File: config.mk
export PLATFORM = sky130hd
export DESIGN_NAME = cmpwd_top
export DESIGN_NICKNAME = d
export VERILOG_FILES = /design/src/rtl/cmpwd_pkg.sv /design/src/rtl/cmpwd_presc.sv /design/src/rtl/cmpwd_cnt.sv /design/src/rtl/cmpwd_regs.sv /design/src/rtl/cmpwd_top.sv
export SDC_FILE = /design/constraint.sdc
export NUM_CORES = 1
export LEC_CHECK = 0
export BUFFER_PORTS_ARGS = -buffer_cell sky130_fd_sc_hd__clkbuf_2
export CAP_MARGIN = 20
export CORE_MARGIN = 1
export CORE_UTILIZATION = 40
export CTS_CLUSTER_DIAMETER = 120
export DETAILED_ROUTE_END_ITERATION = 8
export PLACE_DENSITY = 0.64
export SLEW_MARGIN = 40
export SYNTH_ARGS = -nofsm -noshare
export SYNTH_HDL_FRONTEND = slang
export SYNTH_SLANG_ARGS = --single-unit
File: constraint.sdc
create_clock -name clk -period 2.5 [get_ports clk]
set_input_delay 0.125 -clock clk [delete_from_list [all_inputs] [get_ports clk]]
set_output_delay 0.125 -clock clk [all_outputs]
set_load 0.05 [all_outputs]
File: src/rtl/cmpwd_pkg.sv
package cmpwd_pkg;

   localparam int unsigned ADDR_W = 2;

   localparam logic [ADDR_W-1:0] A_CTRL  = 2'd0;
   localparam logic [ADDR_W-1:0] A_OFFS  = 2'd1;
   localparam logic [ADDR_W-1:0] A_KICK  = 2'd2;
   localparam logic [ADDR_W-1:0] A_FORCE = 2'd3;

   localparam logic [2:0] SEL_SLOW = 3'd0;
   localparam logic [2:0] SEL_MID  = 3'd1;
   localparam logic [2:0] SEL_FULL = 3'd2;

   // control register layout, bit 0 at the bottom
   typedef struct packed {
      logic [2:0] sel;
      logic       idle_hold;
      logic       lock;
      logic       en;
   } ctrl_t;

   localparam int unsigned CTRL_W = $bits(ctrl_t);

endpackage

File: src/rtl/cmpwd_presc.sv
module cmpwd_presc import cmpwd_pkg::*; #(
   parameter int unsigned DIV_SLOW = 12,
   parameter int unsigned DIV_MID  = 4
) (
   input  logic       clk,
   input  logic       rst_n,
   input  logic [2:0] sel,
   input  logic       restart,
   input  logic       hold,
   output logic       tick
);

   initial begin
      assert (DIV_MID >= 1 && DIV_MID <= DIV_SLOW)
         else $error("cmpwd_presc: DIV_MID out of range");
   end

   generate
      if (DIV_SLOW > 1) begin : g_div
         localparam int unsigned PW = $clog2(DIV_SLOW);
         localparam logic [PW-1:0] SLOW_M1 = PW'(DIV_SLOW - 1);
         localparam logic [PW-1:0] MID_M1  = PW'(DIV_MID - 1);

         logic [PW-1:0] phase_q;
         logic [PW-1:0] last_phase;

         always_comb begin
            case (sel)
               SEL_MID:  last_phase = MID_M1;
               SEL_FULL: last_phase = '0;
               default:  last_phase = SLOW_M1;
            endcase
         end

         assign tick = !hold && !restart && (phase_q == last_phase);

         always_ff @(posedge clk) begin
            if (!rst_n || restart) begin
               phase_q <= '0;
            end else if (!hold) begin
               phase_q <= tick ? '0 : phase_q + 1'b1;
            end
         end
      end else begin : g_nodiv
         logic unused_sel;
         assign unused_sel = ^{sel, restart, clk, rst_n};
         assign tick = !hold;
      end
   endgenerate

endmodule

File: src/rtl/cmpwd_cnt.sv
module cmpwd_cnt #(
   parameter int unsigned CNT_W = 16
) (
   input  logic                 clk,
   input  logic                 rst_n,
   input  logic                 step,
   output logic [CNT_W/2-1:0]   cnt_hi,
   output logic [CNT_W/2-1:0]   cnt_lo,
   output logic                 lo_wrap
);

   localparam int unsigned HW = CNT_W / 2;

   logic [HW-1:0] lo_q;
   logic [HW-1:0] hi_q;

   assign lo_wrap = step && (&lo_q);

   always_ff @(posedge clk) begin
      if (!rst_n) begin
         lo_q <= '0;
         hi_q <= '0;
      end else if (step) begin
         lo_q <= lo_q + 1'b1;
         if (lo_wrap) hi_q <= hi_q + 1'b1;
      end
   end

   assign cnt_hi = hi_q;
   assign cnt_lo = lo_q;

endmodule

File: src/rtl/cmpwd_regs.sv
module cmpwd_regs import cmpwd_pkg::*; #(
   parameter int unsigned HW     = 8,
   parameter int unsigned DATA_W = 8
) (
   input  logic              clk,
   input  logic              rst_n,
   input  logic              wr_en,
   input  logic [ADDR_W-1:0] wr_addr,
   input  logic [DATA_W-1:0] wr_data,
   input  logic [HW-1:0]     cnt_hi,
   output ctrl_t             ctrl_q,
   output logic              armed,
   output logic              kick,
   output logic              force_hit,
   output logic              restart,
   output logic [HW-1:0]     offs_q,
   output logic [HW-1:0]     cmp_q
);

   initial begin
      assert (HW <= DATA_W && CTRL_W <= DATA_W)
         else $error("cmpwd_regs: data bus too narrow");
   end

   ctrl_t wr_ctrl;
   logic  ctrl_wr;
   logic  offs_wr;

   assign wr_ctrl   = ctrl_t'(wr_data[CTRL_W-1:0]);
   assign ctrl_wr   = wr_en && (wr_addr == A_CTRL);
   assign offs_wr   = wr_en && (wr_addr == A_OFFS);
   assign kick      = wr_en && (wr_addr == A_KICK);
   assign armed     = ctrl_q.en || ctrl_q.lock;
   assign force_hit = wr_en && (wr_addr == A_FORCE) && wr_data[0] && armed;
   assign restart   = ctrl_wr && !armed && (wr_ctrl.sel != ctrl_q.sel);

   always_ff @(posedge clk) begin
      if (!rst_n) begin
         ctrl_q.en        <= 1'b1;
         ctrl_q.lock      <= 1'b0;
         ctrl_q.idle_hold <= 1'b0;
         ctrl_q.sel       <= SEL_SLOW;
      end else if (ctrl_wr) begin
         ctrl_q.en   <= wr_ctrl.en;
         ctrl_q.lock <= ctrl_q.lock || wr_ctrl.lock;
         if (!armed) begin
            ctrl_q.idle_hold <= wr_ctrl.idle_hold;
            ctrl_q.sel       <= wr_ctrl.sel;
         end
      end
   end

   always_ff @(posedge clk) begin
      if (!rst_n) begin
         offs_q <= '0;
         cmp_q  <= '0;
      end else begin
         if (offs_wr) offs_q <= wr_data[HW-1:0];
         if (kick)    cmp_q  <= cnt_hi + offs_q;
      end
   end

endmodule

File: src/rtl/cmpwd_top.sv
module cmpwd_top import cmpwd_pkg::*; #(
   parameter int unsigned CNT_W    = 16,
   parameter int unsigned DIV_SLOW = 12,
   parameter int unsigned DIV_MID  = 4,
   parameter int unsigned DATA_W   = 8
) (
   input  logic              clk,
   input  logic              rst_n,
   input  logic              cpu_idle,
   input  logic              wr_en,
   input  logic [ADDR_W-1:0] wr_addr,
   input  logic [DATA_W-1:0] wr_data,
   output logic              rst_req
);

   localparam int unsigned HW = CNT_W / 2;

   initial begin
      assert (CNT_W >= 4 && (CNT_W % 2) == 0)
         else $error("cmpwd_top: CNT_W must be even and at least 4");
   end

   ctrl_t         ctrl_q;
   logic          armed;
   logic          kick;
   logic          force_hit;
   logic          restart;
   logic          tick;
   logic          hold;
   logic          lo_wrap;
   logic          fire;
   logic          rst_req_q;
   logic [HW-1:0] cnt_hi;
   logic [HW-1:0] cnt_lo;
   logic [HW-1:0] offs_q;
   logic [HW-1:0] cmp_q;
   logic [2:0]    sel_q;
   logic          idle_q;
   logic          lock_q;

   assign sel_q  = ctrl_q.sel;
   assign idle_q = ctrl_q.idle_hold;
   assign lock_q = ctrl_q.lock;
   assign hold   = idle_q && cpu_idle;

   cmpwd_regs #(.HW(HW), .DATA_W(DATA_W)) u_regs (
      .clk       (clk),
      .rst_n     (rst_n),
      .wr_en     (wr_en),
      .wr_addr   (wr_addr),
      .wr_data   (wr_data),
      .cnt_hi    (cnt_hi),
      .ctrl_q    (ctrl_q),
      .armed     (armed),
      .kick      (kick),
      .force_hit (force_hit),
      .restart   (restart),
      .offs_q    (offs_q),
      .cmp_q     (cmp_q)
   );

   cmpwd_presc #(.DIV_SLOW(DIV_SLOW), .DIV_MID(DIV_MID)) u_presc (
      .clk     (clk),
      .rst_n   (rst_n),
      .sel     (sel_q),
      .restart (restart),
      .hold    (hold),
      .tick    (tick)
   );

   cmpwd_cnt #(.CNT_W(CNT_W)) u_cnt (
      .clk     (clk),
      .rst_n   (rst_n),
      .step    (tick),
      .cnt_hi  (cnt_hi),
      .cnt_lo  (cnt_lo),
      .lo_wrap (lo_wrap)
   );

   // a refresh on the expiry edge takes precedence
   assign fire = armed && !kick && lo_wrap && (cnt_hi == cmp_q);

   always_ff @(posedge clk) begin
      if (!rst_n) rst_req_q <= 1'b0;
      else        rst_req_q <= fire || force_hit;
   end

   assign rst_req = rst_req_q;

endmodule

# Word-level counts from Yosys, hierarchy flattened
# Cells that the tools add are included.
[op_classes]
n_addsub = 4
n_eq_ne = 8
n_reduce_logical = 28
bitwise_logic = 1
muxes = 2
[op_table]
columns = ["op", "count"]
rows = [
  ["8-bit by 1-bit adder with 8-bit output (second input constant)", 2],
  ["1-bit logical AND", 15],
  ["8-bit adder", 1],
  ["8-bit equality test", 1],
  ["4-bit one-hot mux with 2 select lines", 1],
  ["8-bit AND reduction", 1],
  ["1-bit logical NOT", 5],
  ["4-bit by 1-bit adder with 4-bit output (second input constant)", 1],
  ["2-bit equality test (second input constant)", 2],
  ["4-bit equality test", 1],
  ["1-bit logical OR", 4],
  ["4-bit 2-to-1 mux", 1],
  ["2-bit AND reduction", 2],
  ["3-bit by 1-bit equality test with 1-bit output (second input constant)", 1],
  ["3-bit by 2-bit equality test with 1-bit output (second input constant)", 1],
  ["3-bit inequality test", 1],
  ["2-bit by 1-bit equality test with 1-bit output (second input constant)", 1],
  ["2-bit logical NOT", 1],
  ["1-bit NOT", 1],
]
[word_totals]
out_inout_bits = 1
word_cells = 53
register_bits = 43
in_bits = 14

# Longest topological paths before layout
# Gate-level depths: netlist of the first run.
[depth]
ltp_word = 11
mapped_depth = 8
depth_no_buf = 8

# Modules after synthesis
# Synthesis of the first run repeated with hierarchy kept, for this count alone.
[hier_totals]
cells_unflattened = 257
hier_area_um2 = 2356.0
[by_module_without_submodules]
columns = ["module", "area_per_inst_um2", "cells_per_inst", "instances", "seq_area_each_um2"]
rows = [
  ["cmpwd_regs", 1191.1, 139, 1, 440.4],
  ["cmpwd_cnt", 774.5, 76, 1, 320.3],
  ["cmpwd_presc", 256.5, 27, 1, 80.1],
  ["cmpwd_top", 133.9, 15, 1, 20.0],
]

# Least setup slack after synthesis of the first run
# OpenSTA, ideal clock, no wires.
[synth_path]
path_kind = "register to register"
from = "register u_cnt.hi_q[0] (netlist: u_cnt.cnt_hi[0])"
to = "register u_regs.cmp_q[6]"
setup_ps = 120
stages_incl_launch_ff = 9
t_required_ps = 2380
setup_slack_ps = 589
t_arrival_ps = 1791
synth_period_minus_slack_ps = 1911
n_path_buf = 0
path_cell_list = "dfxtp_1 ha_1 inv_1 fa_1 nor2b_1 o21ai_0 a21boi_0 o21ai_0 a211o_1"
[synth_via]
elab_chain_len = 1
[synth_lines]
columns = ["element", "line_no", "rtl"]
rows = [
  ["start: declaration", "cmpwd_cnt.sv:15", "logic [HW-1:0] hi_q;"],
  ["start signal: assignment", "cmpwd_cnt.sv:25", "if (lo_wrap) hi_q <= hi_q + 1'b1;"],
  ["8-bit adder", "cmpwd_regs.sv:59", "if (kick) cmp_q <= cnt_hi + offs_q;"],
  ["end signal: assignment", "cmpwd_regs.sv:59", ""],
  ["end: declaration", "cmpwd_regs.sv:17", "output logic [HW-1:0] cmp_q"],
]
# Every way passes these cells.
# A chain may end at the register's enable or synchronous reset.

# Worst setup path in the final report of the first run
# Same ends and word-level chain as after synthesis.

==> run summary, run 1 <==
======================================================================================
Utilization after layout ................................................        45.4%
TritonCTS clock tree ....................................................          yes
Post-synth ARST share ...................................................           0%
Number of hold-slack violations in the final timing report ..............            0
Via count ...............................................................        1,881
Total number of placement rows ..........................................           27
Clock network latency to the later pin of the worst-skew pair ...........      0.30 ns
Chip height ............................................................. 78.0 microns
Initial DRC Count .......................................................           83
Resize count post-CTS ...................................................            0
Total clock buffers created by CTS ......................................            5
Number of vias per cell after detailed routing ..........................         5.28
Type of destination of the critical path ................................     register
Number of sinks handled by clock tree synthesis .........................           43
Maximum vdd drop ........................................................   0.000249 V
Fraction of layout cells with a size suffix above 1 .....................        10.9%
Ports placed on the boundary ............................................           15
Pin count of the biggest net entering global routing ....................           22
Die outline area ........................................................ 0.00609 sq mm
Number of buffers on the longest clock path .............................            2
Total wire length .......................................................      4.84 mm
Synth Cell Area ......................................................... 0.00231 sq mm
Starting utilization of the core area ...................................        41.7%
Root buffer selected by CTS ............................................. sky130_fd_sc_hd__clkbuf_8
Setup total negative slack ..............................................         0 ns
Final net count .........................................................          308
Count of buffers added by post-CTS timing repair for setup ..............            0
Sequential share of the synthesized area ................................        37.2%
Residual overflow from global routing ...................................            0
Count of input and output buffers .......................................           14
Origin of the worst min-delay path ......................................   wr_data[6]
Power density relative to cell area .....................................  492 mW/mm^2
CTS clock-pin slew for the worst setup and hold paths ...................      0.08 ns
Status .................................................................. complete, no violations
Number of synthesis warnings ............................................            0
First-pass detailed-route iteration total ...............................            4
Final clock skew ........................................................   0.00765 ns
Pleak ...................................................................   0.00105 uW
Fmax ....................................................................      471 MHz
Worst-path cell with the longest stage delay ............................ sky130_fd_sc_hd__dfxtp_1
Count of flip-flops with a built-in enable after synthesis ..............            0
Crit path max fanout ....................................................            5
Antenna diodes ..........................................................            0
Routability-driven placement congestion ratio ...........................        0.847
Leading cell type in the layout, fill and taps excluded ................. sky130_fd_sc_hd__dfxtp_1
Layout overhead on the synthesized area .................................        8.82%
Gate Count Post-Synth ...................................................          270
Startpoint class of the critical path ...................................     register
Setup slack on the worst flop-to-flop path ..............................      0.38 ns
Max-cap violation count .................................................            0
Most Frequent Cell on Critical Path ..................................... sky130_fd_sc_hd__o21ai_0
Worst setup timing slack at the placement stage .........................     0.404 ns
Number of cells traversed by the worst hold path ........................            3
Level count of the clock H-tree .........................................            2
Worst EP required .......................................................      2.69 ns
Number of max-slew violations in the final report .......................            0
Main synth FF type ...................................................... sky130_fd_sc_hd__dfxtp_1
Average instance area after synthesis ...................................   8.56 sq um
Launch point of the worst reg-to-reg path ............................... u_cnt.cnt_hi[0]$_SDFFE_PN0P_
Count of filler cells inserted in the layout ............................          579
Worst flop-to-flop path endpoint ........................................ u_regs.cmp_q[6]$_SDFFE_PN0P_
CP bufs+invs ............................................................            1
Final Worst Setup Slack .................................................     0.376 ns
Overall die width ....................................................... 78.0 microns
Worst Max-Slew Pin Slew .................................................     0.656 ns
Mapped Nets .............................................................          295
Final HPWL from detailed placement ......................................      3.62 mm
Endpoint with the worst hold slack ...................................... u_regs.offs_q[6]$_SDFFE_PN0P_
Relative slew slack .....................................................        56.1%
Number of global-route vias before repair ...............................        1,770
All-layer global routing usage ..........................................        17.4%
Count of hold-fix buffers inserted at cts ...............................            0
Number of distinct standard cells referenced by the synthesized netlist .           48
Min Hold Slack ..........................................................    0.0544 ns
Synthesis-stage register bit count ......................................           43
Final antenna-violating net count .......................................            0
Reg2reg path depth ......................................................            8
Setup violation total in the final timing report ........................            0
Global-route wire length before repair ..................................      8.29 mm
Top library cells by usage in the layout, fill and taps aside ........... sky130_fd_sc_hd__dfxtp_1, sky130_fd_sc_hd__nand2_1, sky130_fd_sc_hd__nor2_1
Worst Setup Path Type ...................................................      reg2reg
Final critical path time including I/O delays and setup .................      2.12 ns
Worst Hold Class ........................................................       in2reg
CP top delay family ..................................................... compound AO/OA/AOI/OAI gates
Post-detailed-route wirelength per cell ................................. 13.6 microns
Residual DRC count ......................................................            0
Tcrit/Tclk final ........................................................        84.9%
Core region area ........................................................ 0.00554 sq mm
Arrival time of the worst setup path ....................................      2.32 ns
Cell breakdown of the critical path ..................................... ha_1, inv_1, fa_1, nor2b_1, o21ai_0, a21boi_0, o21ai_0, a211o_1
RSZ-0062 raised after global routing ....................................        false
Antenna violations before repair ........................................            0
Largest stage delay on the critical path ................................      0.44 ns
======================================================================================
-- logic make-up (layout without fill, tap and decap cells) --
logic type / after synthesis / after routing / share of synthesized area (%)
simple gates: 109 / 109 / 23.8
compound gates: 54 / 54 / 16.0
flops: 43 / 43 / 37.2
buf+inv: 21 / 35 / 3.90
xor+xnor: 18 / 18 / 6.82
mux: 14 / 14 / 6.06
fa+ha+maj: 11 / 11 / 6.28
-- worst reg2reg max path, cell delays in order (launching register included) --
cell and delay [ns]:
sky130_fd_sc_hd__dfxtp_1 0.44, sky130_fd_sc_hd__ha_1 0.21, sky130_fd_sc_hd__inv_1 0.05, sky130_fd_sc_hd__fa_1 0.40, sky130_fd_sc_hd__nor2b_1 0.12, sky130_fd_sc_hd__o21ai_0 0.09
sky130_fd_sc_hd__a21boi_0 0.32, sky130_fd_sc_hd__o21ai_0 0.14, sky130_fd_sc_hd__a211o_1 0.26
-- power by group --
| part | switching (uW) | internal (uW) |
|---|---|---|
| logic | 57.3 | 35.1 |
| clock network | 238 | 196 |
| registers | 12.5 | 697 |
| total | 308 | 929 |
-- Yosys cell counts (4+ instances only) --
| cell | instances | area (sq um) |
|---|---|---|
| sky130_fd_sc_hd__dfxtp_1 | 43 | 861 |
| sky130_fd_sc_hd__nand2_1 | 33 | 124 |
| sky130_fd_sc_hd__nor3_1 | 4 | 20.0 |
| sky130_fd_sc_hd__mux2i_1 | 14 | 140 |
| sky130_fd_sc_hd__or3_1 | 6 | 37.5 |
| sky130_fd_sc_hd__xor2_1 | 13 | 114 |
| sky130_fd_sc_hd__nor2_1 | 24 | 90.1 |
| sky130_fd_sc_hd__o21ai_0 | 11 | 55.1 |
| sky130_fd_sc_hd__nand3_1 | 13 | 65.1 |
| sky130_fd_sc_hd__clkbuf_1 | 5 | 18.8 |
| sky130_fd_sc_hd__inv_1 | 12 | 45.0 |
| sky130_fd_sc_hd__xnor2_1 | 5 | 43.8 |
| sky130_fd_sc_hd__nand4_1 | 6 | 37.5 |
| sky130_fd_sc_hd__a21oi_1 | 21 | 105 |
| sky130_fd_sc_hd__ha_1 | 10 | 125 |
| sky130_fd_sc_hd__nor4_1 | 5 | 31.3 |
| sky130_fd_sc_hd__nand2b_1 | 4 | 25.0 |
-- worst max path at each step --
stage | start | to | slack [ns] | depth (start not counted)
after floorplan | u_cnt.cnt_hi[0]$_SDFFE_PN0P_ | u_regs.cmp_q[6]$_SDFFE_PN0P_ | 0.59 | 8
after detailed placement | u_cnt.cnt_hi[0]$_SDFFE_PN0P_ | u_regs.cmp_q[6]$_SDFFE_PN0P_ | 0.40 | 8
after global placement | u_cnt.cnt_hi[0]$_SDFFE_PN0P_ | u_regs.cmp_q[6]$_SDFFE_PN0P_ | 0.47 | 8
after global routing | u_cnt.cnt_hi[0]$_SDFFE_PN0P_ | u_regs.cmp_q[6]$_SDFFE_PN0P_ | 0.19 | 8
after CTS | u_cnt.cnt_hi[0]$_SDFFE_PN0P_ | u_regs.cmp_q[6]$_SDFFE_PN0P_ | 0.40 | 8
final | u_cnt.cnt_hi[0]$_SDFFE_PN0P_ | u_regs.cmp_q[6]$_SDFFE_PN0P_ | 0.38 | 8
-- final cells by class --
cell class              count  area [sq um]  area share, %
well taps                  72          90.1           3.58
repair buffers             15          77.6           3.08
inverters                  12          45.0           1.79
flip-flops and latches     43           861           34.2
multi-input cells         206          1360           54.1
clock inverters             1          5.00          0.199
clock buffers               7          76.3           3.03
-- registers in the layout, indices dropped and copies added (netlist names) --
register	flops
rst_req	1
u_cnt.cnt_hi	8
u_cnt.cnt_lo	8
u_presc.g_div.phase_q	4
u_regs.cmp_q	8
u_regs.ctrl_q	6
u_regs.offs_q	8
-- layer usage --
metal  up-vias  GRT usage, %  share of wire (%)
li1        981             -                  -
met1       876          22.7                 50
met2        17          28.8                 47
met3         7          4.30                1.8
met4         0          4.44                1.2
met5         -             0                  0
-- through the flow --
stage	area, sq um	cells	power (uW)
2_1_floorplan	2310	270	784
3_3_place_gp	2430	348	818
3_5_place_dp	2430	348	819
4_1_cts	2520	356	1250
5_1_grt	2520	356	1300
6_report	2520	356	1240
Power figures use the tool's default switching activity.
==> inputs of run 2 (changes only) <==
Clock period 2.5 ns to 2.23 ns, I/O delays scaled along.
==> run 2 against run 1 <==
Net effect: critical endpoint is now u_cnt.cnt_hi[5]$_SDFFE_PN0P_; highest routed layer unchanged; clock power is 28% higher; critical path type unchanged; hold slack is essentially flat; sequential power grew 12%.
==> run summary, run 2 (same netlist as run 1, synthesis figures left out) <==
============================================================================
Maximum vdd drop ..............................................   0.000338 V
Max-cap violation count .......................................            0
Crit path max fanout ..........................................           15
Number of global-route vias before repair .....................        1,868
Overall die width ............................................. 78.0 microns
Ports placed on the boundary ..................................           15
Count of input and output buffers .............................           14
Arrival time of the worst setup path ..........................      2.22 ns
Total number of placement rows ................................           27
Number of sinks handled by clock tree synthesis ...............           43
Pleak .........................................................   0.00108 uW
Antenna violations before repair ..............................            0
Final critical path time including I/O delays and setup .......      1.99 ns
Global-route wire length before repair ........................      8.60 mm
First-pass detailed-route iteration total .....................            4
Relative slew slack ...........................................        61.0%
Worst-path cell with the longest stage delay .................. sky130_fd_sc_hd__or4_1
Largest stage delay on the critical path ......................      0.47 ns
Worst Hold Class ..............................................       in2reg
Status ........................................................ complete, no violations
Worst Setup Path Type .........................................      reg2reg
Final Worst Setup Slack .......................................     0.244 ns
Worst setup timing slack at the placement stage ...............     0.210 ns
Tcrit/Tclk final ..............................................        89.1%
Final antenna-violating net count .............................            0
All-layer global routing usage ................................        17.8%
CP top delay family ........................................... simple AND/OR/NAND/NOR gates
Count of hold-fix buffers inserted at cts .....................            0
Setup total negative slack ....................................         0 ns
Post-detailed-route wirelength per cell ....................... 13.6 microns
Chip height ................................................... 78.0 microns
Root buffer selected by CTS ................................... sky130_fd_sc_hd__clkbuf_8
Clock network latency to the later pin of the worst-skew pair .      0.29 ns
Initial DRC Count .............................................           76
CP bufs+invs ..................................................            0
Die outline area .............................................. 0.00609 sq mm
Core region area .............................................. 0.00554 sq mm
CTS clock-pin slew for the worst setup and hold paths .........      0.08 ns
RSZ-0062 raised after global routing ..........................        false
Final HPWL from detailed placement ............................      3.80 mm
Worst Max-Slew Pin Slew .......................................     0.583 ns
Worst EP required .............................................      2.46 ns
Type of destination of the critical path ......................     register
Total wire length .............................................      4.92 mm
Pin count of the biggest net entering global routing ..........           19
Routability-driven placement congestion ratio .................        0.802
Setup violation total in the final timing report ..............            0
Number of buffers on the longest clock path ...................            2
Startpoint class of the critical path .........................     register
Antenna diodes ................................................            0
Level count of the clock H-tree ...............................            2
Starting utilization of the core area .........................        41.7%
Number of max-slew violations in the final report .............            0
Fraction of layout cells with a size suffix above 1 ...........        13.1%
Cell breakdown of the critical path ........................... ha_1, nand2_1, nor3_1, o2111ai_4, or4_1, a21oi_1
Final clock skew ..............................................   0.00557 ns
Layout overhead on the synthesized area .......................        11.9%
Top library cells by usage in the layout, fill and taps aside . sky130_fd_sc_hd__dfxtp_1, sky130_fd_sc_hd__nand2_1, sky130_fd_sc_hd__nor2_1
Via count .....................................................        1,939
Number of vias per cell after detailed routing ................         5.37
Power density relative to cell area ...........................  565 mW/mm^2
Final net count ...............................................          313
Leading cell type in the layout, fill and taps excluded ....... sky130_fd_sc_hd__dfxtp_1
Residual overflow from global routing .........................            0
Total clock buffers created by CTS ............................            5
TritonCTS clock tree ..........................................          yes
Fmax ..........................................................      503 MHz
Residual DRC count ............................................            0
Min Hold Slack ................................................    0.0544 ns
Number of hold-slack violations in the final timing report ....            0
============================================================================
run 2: final timing paths:
kind	depth (start not counted)	slack [ns]	end	from
hold reg to reg	2	0.48	u_regs.cmp_q[0]$_SDFFE_PN0P_	u_regs.cmp_q[0]$_SDFFE_PN0P_
setup reg to reg	6	0.24	u_cnt.cnt_hi[5]$_SDFFE_PN0P_	u_cnt.cnt_lo[0]$_SDFFE_PN0N_
setup / recovery	6	0.24	u_cnt.cnt_hi[5]$_SDFFE_PN0P_	u_cnt.cnt_lo[0]$_SDFFE_PN0N_
hold / removal	3	0.05	u_regs.offs_q[7]$_SDFFE_PN0P_	wr_data[7]
run 2: stage by stage:
stage | instances | power (uW) | util, % | area, sq um
2_1_floorplan | 270 | 879 | - | 2310
5_1_grt | 361 | 1530 | 46.7 | 2590
3_3_place_gp | 353 | 920 | 44.6 | 2470
4_1_cts | 361 | 1480 | 46.5 | 2580
3_5_place_dp | 353 | 922 | 44.6 | 2470
6_report | 361 | 1460 | 46.7 | 2590
run 2: layer usage:
metal  global-route usage, %  wire (microns)
met2                    29.8            2360
met3                    2.91             100
met1                    23.6            2430
met4                    5.00              36
met5                       0               0
run 2: worst min-delay path, delay by kind of cell:
kind | cells | cell delay (ns)
and+or+nand+nor | 1 | 0.07
muxes | 1 | 0.05
buffers and inverters | 1 | 0.08
run 2: final cells by class:
class                      count  area [sq um]
fill                         572          2950
multi-input combinational    206          1370
sequential                    43           861
timing repair buffer          20           115
clock buffer                   7          96.3
tap                           72          90.1
inverter                      12          45.0
clock inverter                 1          7.51
run 2: report_power, final:
group	internal, uW	switching (uW)	leakage, uW
sequential	782	14.9	0.000348
clock	282	275	0.0000505
combinational	42.0	64.9	0.000686
run 2: repair_timing:
item                                   4_1_cts  5_1_grt
setup buffers                                0        0
setup endpoints to repair                    0        4
resized for setup                            0        2
endpoints found under the hold margin        0        0
==> inputs of run 3 (changes only) <==
Settings changed: ABC_AREA set to 1, PLACE_DENSITY 0.64 to 0.63.
==> run 3 against run 2 <==
Net effect: setup slack gained 0.21 ns; synthesized cell count grew 36%; combinational power grew 26%; first-iteration DRC count grew 68%; sequential share of layout area shrank 2.5 points; hold slack lost 0.016 ns; clock skew grew 0.0054 ns; sequential cell count is the same; final area grew 8.3%; sequential power grew 1%; core utilization shrank 0.21 points; critical endpoint is now u_regs.cmp_q[6]$_SDFFE_PN0P_.
==> run summary, run 3 <==
======================================================================================
Status .................................................................. complete, no violations
CTS clock-pin slew for the worst setup and hold paths ...................      0.09 ns
Layout overhead on the synthesized area .................................        10.4%
Startpoint class of the critical path ...................................     register
Chip height ............................................................. 81.7 microns
Crit path max fanout ....................................................            6
Setup total negative slack ..............................................         0 ns
Relative slew slack .....................................................        62.1%
Post-synth ARST share ...................................................           0%
Top library cells by usage in the layout, fill and taps aside ........... sky130_fd_sc_hd__nand2_1, sky130_fd_sc_hd__inv_1, sky130_fd_sc_hd__dfxtp_1
Seq. cell area ..........................................................    861 sq um
All-layer global routing usage ..........................................        19.2%
Origin of the worst min-delay path ......................................   wr_data[7]
Final HPWL from detailed placement ......................................      4.22 mm
Pin count of the biggest net entering global routing ....................           24
Final net count .........................................................          409
Worst setup timing slack at the placement stage .........................     0.486 ns
Cell breakdown of the critical path ..................................... ha_1, inv_1, fa_1, inv_1, nand4_1, nand4_1, nand2_1, o21ai_0, inv_1
Most common library cells after synthesis ............................... sky130_fd_sc_hd__nand2_1, sky130_fd_sc_hd__inv_1, sky130_fd_sc_hd__dfxtp_1, sky130_fd_sc_hd__a21oi_1, sky130_fd_sc_hd__nor2_1
Overall die width ....................................................... 81.7 microns
Total clock buffers created by CTS ......................................            5
Type of destination of the critical path ................................     register
Cell type with the largest total area after synthesis ................... sky130_fd_sc_hd__dfxtp_1
Number of sinks handled by clock tree synthesis .........................           43
Fraction of layout cells with a size suffix above 1 .....................        10.4%
Final clock skew ........................................................    0.0110 ns
Synth top area share ....................................................        33.9%
CP top delay family .....................................................  adder cells
Arrival time of the worst setup path ....................................      1.97 ns
Endpoint with the worst hold slack ...................................... u_regs.offs_q[7]$_SDFFE_PN0P_
Synth Cell Area ......................................................... 0.00254 sq mm
Final antenna-violating net count .......................................            0
Ports placed on the boundary ............................................           15
Leading cell type in the layout, fill and taps excluded ................. sky130_fd_sc_hd__nand2_1
Number of max-slew violations in the final report .......................            0
Setup slack on the worst flop-to-flop path ..............................      0.45 ns
Cell area after layout .................................................. 0.00280 sq mm
Worst Setup Path Type ...................................................      reg2reg
Total number of placement rows ..........................................           28
Total placed instance area .............................................. 0.00269 sq mm
Residual DRC count ......................................................            0
RSZ-0062 raised after global routing ....................................        false
Final Worst Setup Slack .................................................     0.451 ns
TritonCTS clock tree ....................................................          yes
Tcrit/Tclk final ........................................................        79.8%
Number of buffers on the longest clock path .............................            2
Worst-path cell with the longest stage delay ............................ sky130_fd_sc_hd__dfxtp_1
Worst flop-to-flop path endpoint ........................................ u_regs.cmp_q[6]$_SDFFE_PN0P_
Min Hold Slack ..........................................................    0.0380 ns
Maximum vdd drop ........................................................   0.000356 V
Mapped Nets .............................................................          392
Antenna violations before repair ........................................            0
Synthesis-stage register bit count ......................................           43
Area used by multi-input combinational logic ............................ 0.00144 sq mm
Launch point of the worst reg-to-reg path ............................... u_cnt.cnt_hi[0]$_SDFFE_PN0P_
Initial DRC Count .......................................................          128
Routability-driven placement congestion ratio ...........................        0.849
Final critical path time including I/O delays and setup .................      1.78 ns
Count of flip-flops with a built-in enable after synthesis ..............            0
Number of synthesis warnings ............................................            0
Sequential share of the synthesized area ................................        33.9%
Count of input and output buffers .......................................           14
Core region area ........................................................ 0.00603 sq mm
Number of global-route vias before repair ...............................        2,179
Worst Hold Class ........................................................       in2reg
Most area-consuming cells after synthesis ............................... sky130_fd_sc_hd__dfxtp_1, sky130_fd_sc_hd__nand2_1, sky130_fd_sc_hd__inv_1
Main synth FF type ...................................................... sky130_fd_sc_hd__dfxtp_1
Root buffer selected by CTS ............................................. sky130_fd_sc_hd__clkbuf_8
Count of buffers added by post-CTS timing repair for setup ..............            0
Starting utilization of the core area ...................................        42.1%
Average instance area after synthesis ...................................   6.92 sq um
Setup violation total in the final timing report ........................            0
Most Frequent Cell on Critical Path ..................................... sky130_fd_sc_hd__inv_1
Count of hold-fix buffers inserted at cts ...............................            0
Number of cells traversed by the worst hold path ........................            3
First-pass detailed-route iteration total ...............................            4
Count of filler cells inserted in the layout ............................          638
Number of vias per cell after detailed routing ..........................         5.04
Level count of the clock H-tree .........................................            2
Fmax ....................................................................      562 MHz
Die outline area ........................................................ 0.00667 sq mm
Global-route wire length before repair ..................................      9.76 mm
Total wire length .......................................................      5.69 mm
Largest stage delay on the critical path ................................      0.45 ns
Pleak ...................................................................   0.00131 uW
CP bufs+invs ............................................................            3
Number of hold-slack violations in the final timing report ..............            0
Utilization after layout ................................................        46.5%
Antenna diodes ..........................................................            0
Via count ...............................................................        2,318
Worst EP required .......................................................      2.42 ns
Clock network latency to the later pin of the worst-skew pair ...........      0.30 ns
Most instantiated library cell after synthesis .......................... sky130_fd_sc_hd__nand2_1
Power density relative to cell area .....................................  560 mW/mm^2
Resize count post-CTS ...................................................            0
Reg2reg path depth ......................................................            9
Residual overflow from global routing ...................................            0
Worst Max-Slew Pin Slew .................................................     0.568 ns
Max-cap violation count .................................................            0
Number of distinct standard cells referenced by the synthesized netlist .           33
Gate Count Post-Synth ...................................................          367
Post-detailed-route wirelength per cell ................................. 12.4 microns
======================================================================================
## run 3: cell types whose count changed after synthesis, sizes merged, moves of 10 or more
cell and delta:
o21ai +12, mux2i -14, a21oi +12, nand4 +10, nor2 +11, inv +39, nand2 +57
## run 3: cell families (layout without fill, tap and decap cells)
logic type | after synthesis | in the layout | synth area share (%)
XOR/XNOR | 19 | 19 | 6.55
buffers and inverters | 60 | 78 | 9.27
AO/OA/AOI/OAI | 65 | 65 | 13.8
AND/OR/NAND/NOR | 169 | 169 | 30.7
adder cells (fa/ha/maj) | 11 | 11 | 5.72
flip-flops | 43 | 43 | 33.9
## run 3: worst max path at each step
stage                                  from                      endpoint  slack, ns  depth (start not counted)
2_1_floorplan  u_cnt.cnt_hi[0]$_SDFFE_PN0P_  u_regs.cmp_q[6]$_SDFFE_PN0P_       0.62                          9
3_3_place_gp   u_cnt.cnt_hi[0]$_SDFFE_PN0P_  u_regs.cmp_q[6]$_SDFFE_PN0P_       0.53                          9
3_5_place_dp   u_cnt.cnt_hi[0]$_SDFFE_PN0P_  u_regs.cmp_q[6]$_SDFFE_PN0P_       0.49                          9
4_1_cts        u_cnt.cnt_hi[0]$_SDFFE_PN0P_  u_regs.cmp_q[6]$_SDFFE_PN0P_       0.46                          9
5_1_grt        u_cnt.cnt_hi[0]$_SDFFE_PN0P_  u_regs.cmp_q[6]$_SDFFE_PN0P_       0.24                          9
6_report       u_cnt.cnt_hi[0]$_SDFFE_PN0P_  u_regs.cmp_q[6]$_SDFFE_PN0P_       0.45                          9
## run 3: worst register-to-register path: cells and delay by family (launching register included)
kind	cells	cell delay, ns
buf+inv	3	0.18
simple gates	3	0.27
flops	1	0.45
compound gates	1	0.15
fa+ha+maj	2	0.62
## run 3: cell type report
class | count | share of cell area [%]
Clock inverter | 3 | 1.56
Sequential cell | 43 | 30.7
Timing Repair Buffer | 17 | 3.31
Multi-Input combinational cell | 264 | 51.5
Clock buffer | 5 | 2.46
Tap cell | 75 | 3.35
Inverter | 53 | 7.10
## run 3: power breakdown
group	total (uW)	internal, uW	switching [uW]
Clock	625	334	291
Sequential	807	790	16.9
Combinational	135	50.0	85.2
Total	1570	1170	394
## run 3: through the flow
step           power (uW)  std cells
2_1_floorplan         913        367
3_3_place_gp          958        452
6_report             1570        460
3_5_place_dp          961        452
4_1_cts              1590        460
5_1_grt              1640        460
## run 3: metal layers
| layer | track usage (%) | up-vias | routed length [microns] |
|---|---|---|---|
| li1 | - | 1225 | - |
| met1 | 26.2 | 1052 | 2860 |
| met2 | 30.3 | 35 | 2560 |
| met3 | 4.33 | 6 | 197 |
| met4 | 5.09 | 0 | 68 |
| met5 | 0 | - | 0 |
